File: config.mk
export PLATFORM = sky130hd
export DESIGN_NAME = sqw_divider
export DESIGN_NICKNAME = d
export VERILOG_FILES = /design/src/rtl/sqw_pkg.sv /design/src/rtl/sqw_chain.sv /design/src/rtl/sqw_tap_sel.sv /design/src/rtl/sqw_update.sv /design/src/rtl/sqw_divider.sv
export SDC_FILE = /design/constraint.sdc
export NUM_CORES = 1
export LEC_CHECK = 0
export ABC_AREA = 1
export BUFFER_PORTS_ARGS = -buffer_cell sky130_fd_sc_hd__buf_2
export CORE_MARGIN = 4
export CORE_UTILIZATION = 62
export DETAILED_ROUTE_END_ITERATION = 12
export PLACE_DENSITY = 0.84
export SLEW_MARGIN = 5
export SYNTH_ARGS = -nofsm -noshare
export SYNTH_HDL_FRONTEND = slang
export SYNTH_HIERARCHICAL = 1
export SYNTH_SLANG_ARGS = --single-unit
export TNS_END_PERCENT = 100
File: constraint.sdc
create_clock -name clk_i -period 3.5 [get_ports clk_i]
set_clock_uncertainty 0.2 [all_clocks]
set_input_delay 0.875 -clock clk_i [delete_from_list [all_inputs] [get_ports clk_i]]
set_output_delay 0.875 -clock clk_i [all_outputs]
set_load 0.01 [all_outputs]
File: src/rtl/sqw_pkg.sv
package sqw_pkg;
  // Counter bit carrying the tap for a rate code; -1 when the code selects nothing.
  function automatic int tap_bit(input int code);
    if (code == 0) return -1;
    if (code == 1) return 6;
    if (code == 2) return 7;
    return code - 2;
  endfunction
endpackage

File: src/rtl/sqw_chain.sv
module sqw_chain #(
  parameter int STAGES = 15
) (
  input  logic              clk_i,
  input  logic              rst_ni,
  input  logic              osc_en_i,
  input  logic              chain_rst_i,
  output logic [STAGES-1:0] cnt_o,
  output logic              adv_o,
  output logic              hold_o
);
  logic [STAGES-1:0] cnt_q;

  assign adv_o  = osc_en_i & ~chain_rst_i;
  assign hold_o = osc_en_i & chain_rst_i;
  assign cnt_o  = cnt_q;

  always_ff @(posedge clk_i or negedge rst_ni) begin
    if (!rst_ni)     cnt_q <= '0;
    else if (hold_o) cnt_q <= '0;
    else if (adv_o)  cnt_q <= cnt_q + 1'b1;
  end
endmodule

File: src/rtl/sqw_tap_sel.sv
module sqw_tap_sel #(
  parameter int STAGES = 15,
  parameter int RATE_W = 4
) (
  input  logic              clk_i,
  input  logic              rst_ni,
  input  logic [STAGES-1:0] cnt_i,
  input  logic              adv_i,
  input  logic [RATE_W-1:0] rate_i,
  output logic              tap_o,
  output logic              tick_o
);
  localparam int NCODES = 2 ** RATE_W;

  logic [NCODES-1:0] tap_vec;
  logic [NCODES-1:0] rise_vec;
  logic              tick_q;

  assign tap_vec[0]  = 1'b0;
  assign rise_vec[0] = 1'b0;

  for (genvar r = 1; r < NCODES; r++) begin : g_tap
    localparam int K = sqw_pkg::tap_bit(r);
    assign tap_vec[r]  = cnt_i[K];
    // next increment raises bit K
    assign rise_vec[r] = ~cnt_i[K] & (&cnt_i[K-1:0]);
  end

  assign tap_o  = tap_vec[rate_i];
  assign tick_o = tick_q;

  always_ff @(posedge clk_i or negedge rst_ni) begin
    if (!rst_ni) tick_q <= 1'b0;
    else         tick_q <= adv_i & rise_vec[rate_i];
  end
endmodule

File: src/rtl/sqw_update.sv
module sqw_update #(
  parameter int STAGES = 15,
  parameter int LEAD   = 8
) (
  input  logic              clk_i,
  input  logic              rst_ni,
  input  logic [STAGES-1:0] cnt_i,
  input  logic              adv_i,
  input  logic              hold_i,
  input  logic              freeze_i,
  output logic              upd_o,
  output logic              busy_o
);
  localparam int HALF = 2 ** (STAGES - 1);
  localparam logic [STAGES-1:0] UPD_AT  = STAGES'(HALF - 1);
  localparam logic [STAGES-1:0] BUSY_AT = STAGES'(HALF - 1 - LEAD);

  logic upd_q, busy_q;

  assign upd_o  = upd_q;
  assign busy_o = busy_q;

  always_ff @(posedge clk_i or negedge rst_ni) begin
    if (!rst_ni) begin
      upd_q  <= 1'b0;
      busy_q <= 1'b0;
    end else begin
      upd_q <= adv_i & ~freeze_i & (cnt_i == UPD_AT);
      if (freeze_i || hold_i)              busy_q <= 1'b0;
      else if (adv_i && cnt_i == BUSY_AT)  busy_q <= 1'b1;
      else if (upd_q)                      busy_q <= 1'b0;
    end
  end
endmodule

File: src/rtl/sqw_divider.sv
module sqw_divider #(
  parameter int STAGES = 15,
  parameter int RATE_W = 4,
  parameter int LEAD   = 8
) (
  input  logic              clk_i,
  input  logic              rst_ni,
  input  logic              osc_en_i,
  input  logic              chain_rst_i,
  input  logic              freeze_i,
  input  logic              sq_en_i,
  input  logic              fast_en_i,
  input  logic [RATE_W-1:0] rate_i,
  output logic              sq_o,
  output logic              tick_o,
  output logic              upd_o,
  output logic              busy_o
);
  logic [STAGES-1:0] cnt;
  logic              adv, hold, tap;

  sqw_chain #(.STAGES(STAGES)) u_chain (
    .clk_i       (clk_i),
    .rst_ni      (rst_ni),
    .osc_en_i    (osc_en_i),
    .chain_rst_i (chain_rst_i),
    .cnt_o       (cnt),
    .adv_o       (adv),
    .hold_o      (hold)
  );

  sqw_tap_sel #(.STAGES(STAGES), .RATE_W(RATE_W)) u_tap (
    .clk_i  (clk_i),
    .rst_ni (rst_ni),
    .cnt_i  (cnt),
    .adv_i  (adv),
    .rate_i (rate_i),
    .tap_o  (tap),
    .tick_o (tick_o)
  );

  sqw_update #(.STAGES(STAGES), .LEAD(LEAD)) u_upd (
    .clk_i    (clk_i),
    .rst_ni   (rst_ni),
    .cnt_i    (cnt),
    .adv_i    (adv),
    .hold_i   (hold),
    .freeze_i (freeze_i),
    .upd_o    (upd_o),
    .busy_o   (busy_o)
  );

  // override passes the oscillator straight through
  assign sq_o = fast_en_i ? clk_i : (sq_en_i & tap);
endmodule

==> flow_metrics.py <==
metrics = {
    "synthesis": {
        "synth_cells": 215,
        "avgSynthCellArea_um2": 6.37,
        "synth_top_cell_by_area": "dfrtp_1",
        "ys_async_sr_fraction": 1.00,
        "yosysSeqAreaShare": 0.329,
        "netlist.area_leader.share": 0.329,
        "yosysWarningCount": 6,
        "ys_seq_elements": 18,
        "synth_area_leaders": "dfrtp_1 33%, nand2_1 18%, nor2_1 9.6%",
        "syn_area_um2": 1370,
        "synth_edf_count": 0,
        "ys_top_cells_by_count": "64 x nand2_1, 35 x nor2_1, 25 x inv_1",
        "ys.flop_type": "dfrtp_1",
        "synth_most_common_cell": "nand2_1",
        "synth_cell_types": 31,
        "syn_nets": 227,
    },
    "grt": {
        "use_met3": 0.0643,
        "antenna_found_initial": 0,
        "use_met2": 0.461,
        "grt_max_degree": 19,
        "grt_pass1_vias": 1364,
        "gr-total-overflow": 0,
        "use_met1": 0.322,
        "grt_pass1_wl_um": 5800,
        "busiest_layer": "met2",
        "grtUsageTotal": 0.277,
    },
    "finish": {
        "syn_to_final_growth_pct": 8.13,
        "layout-drive-gt1-share": 0.147,
        "antennaDiodeCount": 0,
        "stdcell_area_um2": 1480,
        "n_fill_cell": 165,
        "fin_nets": 245,
    },
    "clock_tree": {
        "path_clk_slew_ps": 100,
        "cts_resized": 0,
        "post-cts-setup-buffer-count": 0,
        "postCtsHoldBufs": 0,
        "clk_latency_ps": 400,
        "cts_tree": "built",
    },
    "placement": {
        "dp_slack_ps": 377,
        "gp_congestion": 0.878,
        "dp_hpwl_um": 2450,
        "io_buffers": 14,
        "dpl_cell_area_um2": 1440,
    },
    "die": {
        "dieArea_um2": 3030,
        "io_pins": 15,
        "die_h_um": 55.0,
        "coreArea_um2": 2020,
        "rows": 16,
        "die_w_um": 55.0,
        "initial_core_util": 0.678,
    },
    "routing": {
        "viasPerCell": 5.79,
        "drtAntennaViolNets": 0,
        "drtPass1Iterations": 6,
        "drt_wl_total_um": 3500,
        "wire_per_inst_um": 13.6,
        "drt_iter0_drc": 101,
        "route.vias.total": 1494,
        "drc": 0,
    },
    "outcome": {
        "status": "finished, final reports clean",
    },
    "sta": {
        "hold_viol": 0,
        "slew_headroom": 0.710,
        "worst_pin_slew_ps": 435,
        "rsz0062_at_grt": "false",
        "layout_setup_ws_ps": 193,
        "tns_ps": 0,
        "finalSetupViolCount": 0,
        "slew_violations": 0,
    },
    "critical_path": {
        "slowest_stage": "buf_2",
        "slowest_delay_ps": 130,
        "cp_cell_sequence": "clkbuf_4 > clkbuf_4 > nand2_1 > nand2_2 > buf_2",
        "critical_path_required_ps": 2420,
        "crit_top_cell": "clkbuf_4",
        "worstPathMaxFanout": 2,
        "critPathLaunchType": "clock port",
        "worst-r2r-setup-slack_ps": 1730,
        "cp-end-kind": "output pin",
        "worstSetupPathType": "clock port to output pin",
        "crit_arrival_ps": 2230,
    },
    "flow_run": {
        "max-cap-violations": 0,
    },
    "pwr": {
        "peakVddDrop_v": 0.000319,
        "leakagePower_nw": 0.707,
        "pwr_density_cell_nw_per_um2": 334,
    },
    "worst_hold_path": {
        "hp-class": "input port to async pin",
    },
}
final cells by class:
class                   count  area [um2]  share of cell area
inverters                  26        97.6              0.0659
clock buffers               7        50.0              0.0338
multi-input cells         167         785               0.530
flip-flops and latches     18         450               0.304
repair buffers             13        65.1              0.0439
well taps                  27        33.8              0.0228
placed cells by master, fill, tap and decap left out, drive strengths merged:
master,count
a21boi,1
a22o,1
o31ai,1
inv,26
nand2,68
o211ai,1
nor2,38
ha,1
o21a,1
buf,14
clkbuf,6
nand3,15
nand3b,1
dfrtp,18
nor3,7
a21oi,12
nor3b,1
or2,2
nand4,5
and2,1
o21bai,2
o21ai,9
critical path, delay by kind of cell:
| family | cells | cell delay [ps] |
|---|---|---|
| buf+inv | 3 | 360 |
| simple gates | 2 | 130 |
registers in the layout, indices dropped and copies added, names as in the netlist:
signal / count
u_chain/cnt_o: 15
u_tap/tick_o: 1
u_upd/busy_o: 1
u_upd/upd_o: 1
power breakdown:
| group | internal, W | switching, W |
|---|---|---|
| registers | 0.000220 | 0.0000259 |
| clock network | 0.0000856 | 0.0000836 |
| logic | 0.0000297 | 0.0000497 |
kinds of logic (layout without fill, tap and decap cells):
logic type,after synthesis,count (layout),share of synthesized area
flip-flops,18,18,0.329
AND/OR/NAND/NOR,138,138,0.447
adder cells (fa/ha/maj),1,1,0.00913
buffers and inverters,30,46,0.0986
AO/OA/AOI/OAI,28,28,0.116
routing by layer:
| layer | vias up | wire (um) |
|---|---|---|
| li1 | 719 | - |
| met1 | 648 | 1390 |
| met2 | 105 | 1610 |
| met3 | 22 | 369 |
| met4 | 0 | 128 |
| met5 | - | 0 |
path summary, 6_finish.rpt:
kind / start / end / cells past startpoint
setup / recovery: clk_i / sq_o / 5
setup reg to reg: u_chain/cnt_o[3] / u_tap/tick_o / 6
hold reg to reg: u_upd/upd_o / u_upd/busy_o / 3
min in group clk_i: u_upd/upd_o / u_upd/busy_o / 3
max in group asynchronous: rst_ni / u_chain/cnt_o[7] / 1
hold / removal: rst_ni / u_tap/tick_o / 1
stage by stage:
step                      cells  hold WS (ps)  utilization  power (W)
after global routing        258           192        0.733   0.000531
after detailed placement    252           317        0.710   0.000343
after CTS                   258           205        0.733   0.000496
final                       258           192        0.733   0.000495
after floorplan             215           326            -   0.000312
after global placement      252           293        0.710   0.000338
Power figures use the tool's default switching activity.
